## src/rtl/hzc_pkg.sv

```systemverilog
package hzc_pkg;
  typedef enum logic [1:0] {
    VERD_PERPIX = 2'd0,
    VERD_REJECT = 2'd1,
    VERD_ACCEPT = 2'd2
  } verdict_e;
endpackage

```

## src/rtl/hzc_tile_store.sv

```systemverilog
module hzc_tile_store #(
  parameter int TILE_AW = 8,
  parameter int CW      = 8
) (
  input  logic               clk,
  input  logic               rst,
  input  logic               clear,
  input  logic [TILE_AW-1:0] rd_addr,
  output logic [CW-1:0]      rd_code,
  input  logic               wr_en,
  input  logic [TILE_AW-1:0] wr_addr,
  input  logic [CW-1:0]      wr_code
);
  localparam int TILES = 1 << TILE_AW;

  // Record memory: no reset, so it maps onto distributed RAM.
  logic [CW-1:0]    mem [TILES];
  // One flag per tile; a cleared flag means "record is the far plane".
  logic [TILES-1:0] live;

  always_ff @(posedge clk) begin
    if (wr_en) mem[wr_addr] <= wr_code;
  end

  always_ff @(posedge clk) begin
    if (rst) begin
      live <= '0;
    end else begin
      if (clear) live <= '0;
      // A write in the same cycle as clear takes effect after the clear.
      if (wr_en) live[wr_addr] <= 1'b1;
    end
  end

  always_comb begin
    if (clear || !live[rd_addr]) rd_code = '1;
    else                         rd_code = mem[rd_addr];
  end
endmodule

```

## src/rtl/hzc_classify.sv

```systemverilog
module hzc_classify
  import hzc_pkg::*;
#(
  parameter int ZW = 24,
  parameter int CW = 8
) (
  input  logic [CW-1:0] code,
  input  logic [ZW-1:0] zmin,
  input  logic [ZW-1:0] zmax,
  input  logic          full,
  output verdict_e      verdict,
  output logic          upd,
  output logic [CW-1:0] upd_code
);
  localparam int SHIFT = ZW - CW;

  logic [ZW-1:0] far_edge;   // deepest depth the code stands for
  logic [ZW-1:0] near_edge;  // shallowest depth the code stands for
  logic          hidden;
  logic          in_front;

  assign far_edge  = {code, {SHIFT{1'b1}}};
  assign near_edge = {code, {SHIFT{1'b0}}};
  assign hidden    = zmin > far_edge;
  assign in_front  = full && (zmax < near_edge);

  always_comb begin
    if (hidden)        verdict = VERD_REJECT;
    else if (in_front) verdict = VERD_ACCEPT;
    else               verdict = VERD_PERPIX;
  end

  assign upd      = !hidden && in_front;
  assign upd_code = zmax[ZW-1:SHIFT];
endmodule

```

## src/rtl/hzc_out_stage.sv

```systemverilog
module hzc_out_stage
  import hzc_pkg::*;
#(
  parameter int TILE_AW = 8
) (
  input  logic               clk,
  input  logic               rst,
  input  logic               take,
  input  verdict_e           verdict,
  input  logic [TILE_AW-1:0] tile,
  output logic               can_take,
  output logic               out_valid,
  input  logic               out_ready,
  output logic [1:0]         out_verdict,
  output logic [TILE_AW-1:0] out_tile
);
  assign can_take = !out_valid || out_ready;

  always_ff @(posedge clk) begin
    if (rst) begin
      out_valid   <= 1'b0;
      out_verdict <= VERD_PERPIX;
      out_tile    <= '0;
    end else if (can_take) begin
      out_valid <= take;
      if (take) begin
        out_verdict <= verdict;
        out_tile    <= tile;
      end
    end
  end
endmodule

```

## src/rtl/hzc_culler.sv

```systemverilog
module hzc_culler
  import hzc_pkg::*;
#(
  parameter int TILE_AW = 8,
  parameter int ZW      = 24,
  parameter int CW      = 8
) (
  input  logic               clk,
  input  logic               rst,
  input  logic               clear,
  input  logic               in_valid,
  output logic               in_ready,
  input  logic [TILE_AW-1:0] in_tile,
  input  logic [ZW-1:0]      in_zmin,
  input  logic [ZW-1:0]      in_zmax,
  input  logic               in_full,
  output logic               out_valid,
  input  logic               out_ready,
  output logic [1:0]         out_verdict,
  output logic [TILE_AW-1:0] out_tile
);
  logic [CW-1:0] rec_code;
  logic [CW-1:0] new_code;
  logic          upd;
  logic          take;
  verdict_e      verdict;

  assign take = in_valid && in_ready;

  hzc_tile_store #(.TILE_AW(TILE_AW), .CW(CW)) u_store (
    .clk     (clk),
    .rst     (rst),
    .clear   (clear),
    .rd_addr (in_tile),
    .rd_code (rec_code),
    .wr_en   (take && upd),
    .wr_addr (in_tile),
    .wr_code (new_code)
  );

  hzc_classify #(.ZW(ZW), .CW(CW)) u_class (
    .code     (rec_code),
    .zmin     (in_zmin),
    .zmax     (in_zmax),
    .full     (in_full),
    .verdict  (verdict),
    .upd      (upd),
    .upd_code (new_code)
  );

  hzc_out_stage #(.TILE_AW(TILE_AW)) u_out (
    .clk         (clk),
    .rst         (rst),
    .take        (take),
    .verdict     (verdict),
    .tile        (in_tile),
    .can_take    (in_ready),
    .out_valid   (out_valid),
    .out_ready   (out_ready),
    .out_verdict (out_verdict),
    .out_tile    (out_tile)
  );
endmodule

```

## config.mk

```make
export PLATFORM = sky130hd
export DESIGN_NAME = hzc_culler
export DESIGN_NICKNAME = d
export VERILOG_FILES = /design/src/rtl/hzc_pkg.sv /design/src/rtl/hzc_tile_store.sv /design/src/rtl/hzc_classify.sv /design/src/rtl/hzc_out_stage.sv /design/src/rtl/hzc_culler.sv
export SDC_FILE = /design/constraint.sdc
export NUM_CORES = 2
export LEC_CHECK = 0
export BUFFER_PORTS_ARGS = -buffer_cell sky130_fd_sc_hd__buf_2
export CORE_ASPECT_RATIO = 1.2
export CORE_UTILIZATION = 35
export CTS_CLUSTER_DIAMETER = 50
export CTS_CLUSTER_SIZE = 8
export DETAILED_ROUTE_END_ITERATION = 12
export SYNTH_ARGS = -nofsm -noshare
export SYNTH_HDL_FRONTEND = slang
export SYNTH_HIERARCHICAL = 1
export SYNTH_SLANG_ARGS = --single-unit
```

## constraint.sdc

```tcl
create_clock -name clk -period 11.6 [get_ports clk]
set_input_delay 2.32 -clock clk [delete_from_list [all_inputs] [get_ports clk]]
set_output_delay 2.32 -clock clk [all_outputs]
set_load 0.05 [all_outputs]
```

==> flow_summary.toml <==
[outcome]
outcome = "finished clean"

[power_and_ir_drop]
static-leakage-power_nw = 34.7
power_density_nw_per_um2 = 179
worst_ir_drop_vdd_uv = 114

[worst_hold_path]
worstHoldStart = "u_store/live[132]"
worst_hold_path_type = "register to register"
timing.hold.worst_endpoint = "u_store/live[132]"
hold_depth = 2

[clock_tree]
postCtsResizedCells = 0
cts_buffer_depth = 4
cts.sink_count = 2315
cts_tree = "done"
cts_setup_buffers = 0
clk_pin_slew_ns = 0.05
cts_hold_buf = 0
worst_skew_pair.late_latency_ns = 0.86
cts_buffers = 334
htreeDepth = 5
cts-root-buf = "sky130_fd_sc_hd__clkbuf_16"

[timing]
grt_setup_unrepaired = "false"
tightest_slew_ns = 1.31
report.final.hold_viol_count = 0
fin_crit_ns = 9.46
final.setup.tns_ns = 0
timing.max_slew.rel_slack_pct = 12.4
layout_worst_path_cycle_share_pct = 81.5
final-setup-viol-count = 0
slew_violations = 0
finClkSkew_ns = 0.0457
fmaxAchievable_mhz = 106

[critical_path]
start_kind = "input pin"
crit_path_max_incr_delay_ns = 0.92
cp.arrival_ns = 9.90
worst-endpoint-required_ns = 12.04
cpMostUsedCell = "sky130_fd_sc_hd__nor4_1"
critical_path.cell_chain = "buf_8 > buf_12 > mux4_2 > a22o_1 > a221oi_1 > o221ai_1 > nor4_1 > o41ai_1 > inv_1 > ha_1 > nand4_1 > nor4_1 > nand2_1 > o21a_2 > a311oi_2 > and3_1 > nand3_1 > nor2_1"
ff2ff_setup_slack_ns = 4.46
criticalPathCategory = "input pin to register"
r2r_end = "u_store/mem[150][2]"
timing.critical_path.max_delay_family = "simple AND/OR/NAND/NOR gates"
cp-end-kind = "register"
path_buf_inv = 3
crit_path_max_fanout = 51
reg2reg_depth = 16
slowest_stage = "sky130_fd_sc_hd__nor2_1"
critical_path.reg2reg.startpoint = "u_store/mem[155][7]"

[yosys]
post_synth_instance_area_um2 = 91500
sequential_area_share_after_synthesis_pct = 73.1
synth_edf_count = 2048
async_reset_ff_share_pct = 0
yosys-top-cells-area = "sky130_fd_sc_hd__edfxtp_1 67%, sky130_fd_sc_hd__mux4_2 14%, sky130_fd_sc_hd__dfxtp_1 5.8%"
yosys_most_used_dff = "sky130_fd_sc_hd__edfxtp_1"
synth_area_per_cell_um2 = 18.6
synth.top_cells.by_count = "2048 x sky130_fd_sc_hd__edfxtp_1, 567 x sky130_fd_sc_hd__mux4_2, 420 x sky130_fd_sc_hd__nand2_1, 308 x sky130_fd_sc_hd__a21oi_1, 267 x sky130_fd_sc_hd__dfxtp_1"
synth-warning-count = 6
yosysTopAreaCell = "sky130_fd_sc_hd__edfxtp_1"
synthMostInstantiatedCell = "sky130_fd_sc_hd__edfxtp_1"
synthesis.nets = 5003
synth.lib_cells_used.distinct = 82
synth_top_area_share_pct = 67.2
postSynthRegisterBits = 2315
netlist_instances = 4926

[drt]
detailedRoute.firstIterationViolations = 4808
ant_nets = 0
vias = 48400
route.detailed.drc = 0
avgRoutedWirePerCell_um = 27.7
via_per_inst = 5.46
first_pass_iters = 6
routed_wirelength_mm = 246

[finish]
finalCoreUtilization_pct = 40.6
area_growth_pct = 15.2
fill_cell_count = 23000
fraction_of_layout_instances_using_a_drive_strength_above_1_pct = 22.2
nets = 5270

[floorplan]
fp.dieW_um = 469
floorplan.initialDensity_pct = 35.2
rows = 205
fp.dieH_um = 562
die-area_um2 = 263000
ioPinCount = 74
floorplan.core_area_um2 = 260000

[place]
dp_hpwl_mm = 154
placement.io_buffers = 57
last_weighted_congestion_value_of_the_routability_driven_placer = 0.844

[grt]
grt_remaining_overflow = 0
grt_pass1_wl_mm = 354
grt_pass1_vias = 49300
antenna_found_initial = 9
grt_use_total_pct = 18.5
grt_max_degree = 167

[job]
timing.max_cap.violations = 0
cells in the final DEF (no fill, tap or decap), drive strengths merged, types with 6 or more instances in the layout:
cell type / instances
ha: 15
mux4: 593
a211oi: 12
diode: 6
buf: 232
o211ai: 7
mux2: 7
o22ai: 18
a21o: 6
edfxtp: 2048
a22o: 21
a221oi: 16
o31ai: 6
nand4: 19
a21oi: 316
a221o: 7
o21ai: 16
and3: 20
a31oi: 7
dfxtp: 267
nand3: 49
and2: 26
clkinv: 15
clkbuf: 581
a22oi: 64
nor3: 20
nand2b: 8
nor2: 248
nor2b: 24
nand2: 420
inv: 166
a21bo: 10
mux2i: 104
nor4: 7
kinds of logic (layout without fill, tap and decap cells):
group	after synthesis	after routing	share of synthesized area [%]
fa+ha+maj	15	15	0.205
buf+inv	475	997	2.86
compound gates	539	539	3.70
mux	704	704	15.9
simple gates	878	878	4.21
flops	2315	2315	73.1
other cells	0	6	0
metrics by stage:
stage / cells / total power [mW] / worst slack (ns) / area, um^2 / hold WS (ns)
6_report: 8869 / 18.8 / 2.14 / 105000 / 0.459
4_1_cts: 8863 / 19.0 / 2.26 / 105000 / 0.462
3_5_place_dp: 8272 / 10.1 / 1.45 / 95700 / 0.454
3_3_place_gp: 8272 / 10.1 / 1.29 / 95700 / 0.449
2_1_floorplan: 4926 / 9.79 / 4.48 / 91500 / 0.442
5_1_grt: 8864 / 19.4 / 1.75 / 105000 / 0.475
worst register-to-register path, cell delays in order (launching register included):
cell and delay, ns:
sky130_fd_sc_hd__edfxtp_1 0.35, sky130_fd_sc_hd__mux4_2 0.50, sky130_fd_sc_hd__a22o_1 0.25, sky130_fd_sc_hd__a221oi_1 0.51, sky130_fd_sc_hd__o221ai_1 0.25, sky130_fd_sc_hd__nor4_1 0.88
sky130_fd_sc_hd__o41ai_1 0.34, sky130_fd_sc_hd__inv_1 0.18, sky130_fd_sc_hd__ha_1 0.19, sky130_fd_sc_hd__nand4_1 0.16, sky130_fd_sc_hd__nor4_1 0.29, sky130_fd_sc_hd__nand2_1 0.09
sky130_fd_sc_hd__o21a_2 0.15, sky130_fd_sc_hd__a311oi_2 0.21, sky130_fd_sc_hd__and3_1 0.74, sky130_fd_sc_hd__nand3_1 0.74, sky130_fd_sc_hd__nor2_1 0.93
sequential cells by signal (all words and copies together) (netlist names):
register	count
u_store/mem	2048
u_out/out_tile	8
u_out/out_valid	1
u_store/live	256
u_out/out_verdict	2
final cells by class:
cell class / instances / area, um^2 / area share, %
flip-flops and latches: 2315 / 66800 / 63.4
clock buffers: 573 / 9360 / 8.88
multi-input cells: 2136 / 22000 / 20.9
diodes: 6 / 15.0 / 0.0142
repair buffers: 240 / 1960 / 1.86
clock inverters: 18 / 265 / 0.252
inverters: 166 / 632 / 0.600
well taps: 3415 / 4270 / 4.05
report_power, final:
group          switching (mW)  internal, mW  total [mW]
clock                    3.43          5.46        8.89
combinational           0.586         0.283       0.868
sequential            0.00241          9.09        9.09
total                    4.02          14.8        18.8
routing by layer:
metal  global-route usage, %  wire [um]  vias up
met5                       0         26        -
met1                    23.6      95900    25700
met3                    3.19      17300      497
met2                    31.1     122000     1988
met4                    7.63      10300        4
li1                        -          -    20200
worst max-delay path by stage:
stage / from / endpoint / slack, ns / cells after the start
final: in_tile[0] / u_store/mem[150][2] / 2.14 / 18
after global routing: in_tile[0] / u_store/mem[148][4] / 1.75 / 20
after CTS: in_tile[0] / u_store/mem[148][6] / 2.26 / 20
after detailed placement: in_tile[0] / u_store/mem[148][2] / 1.45 / 20
after global placement: in_tile[0] / u_store/mem[148][4] / 1.29 / 20
after floorplan: in_tile[0] / u_store/mem[161][0] / 4.48 / 23
Power figures use the tool's default switching activity.
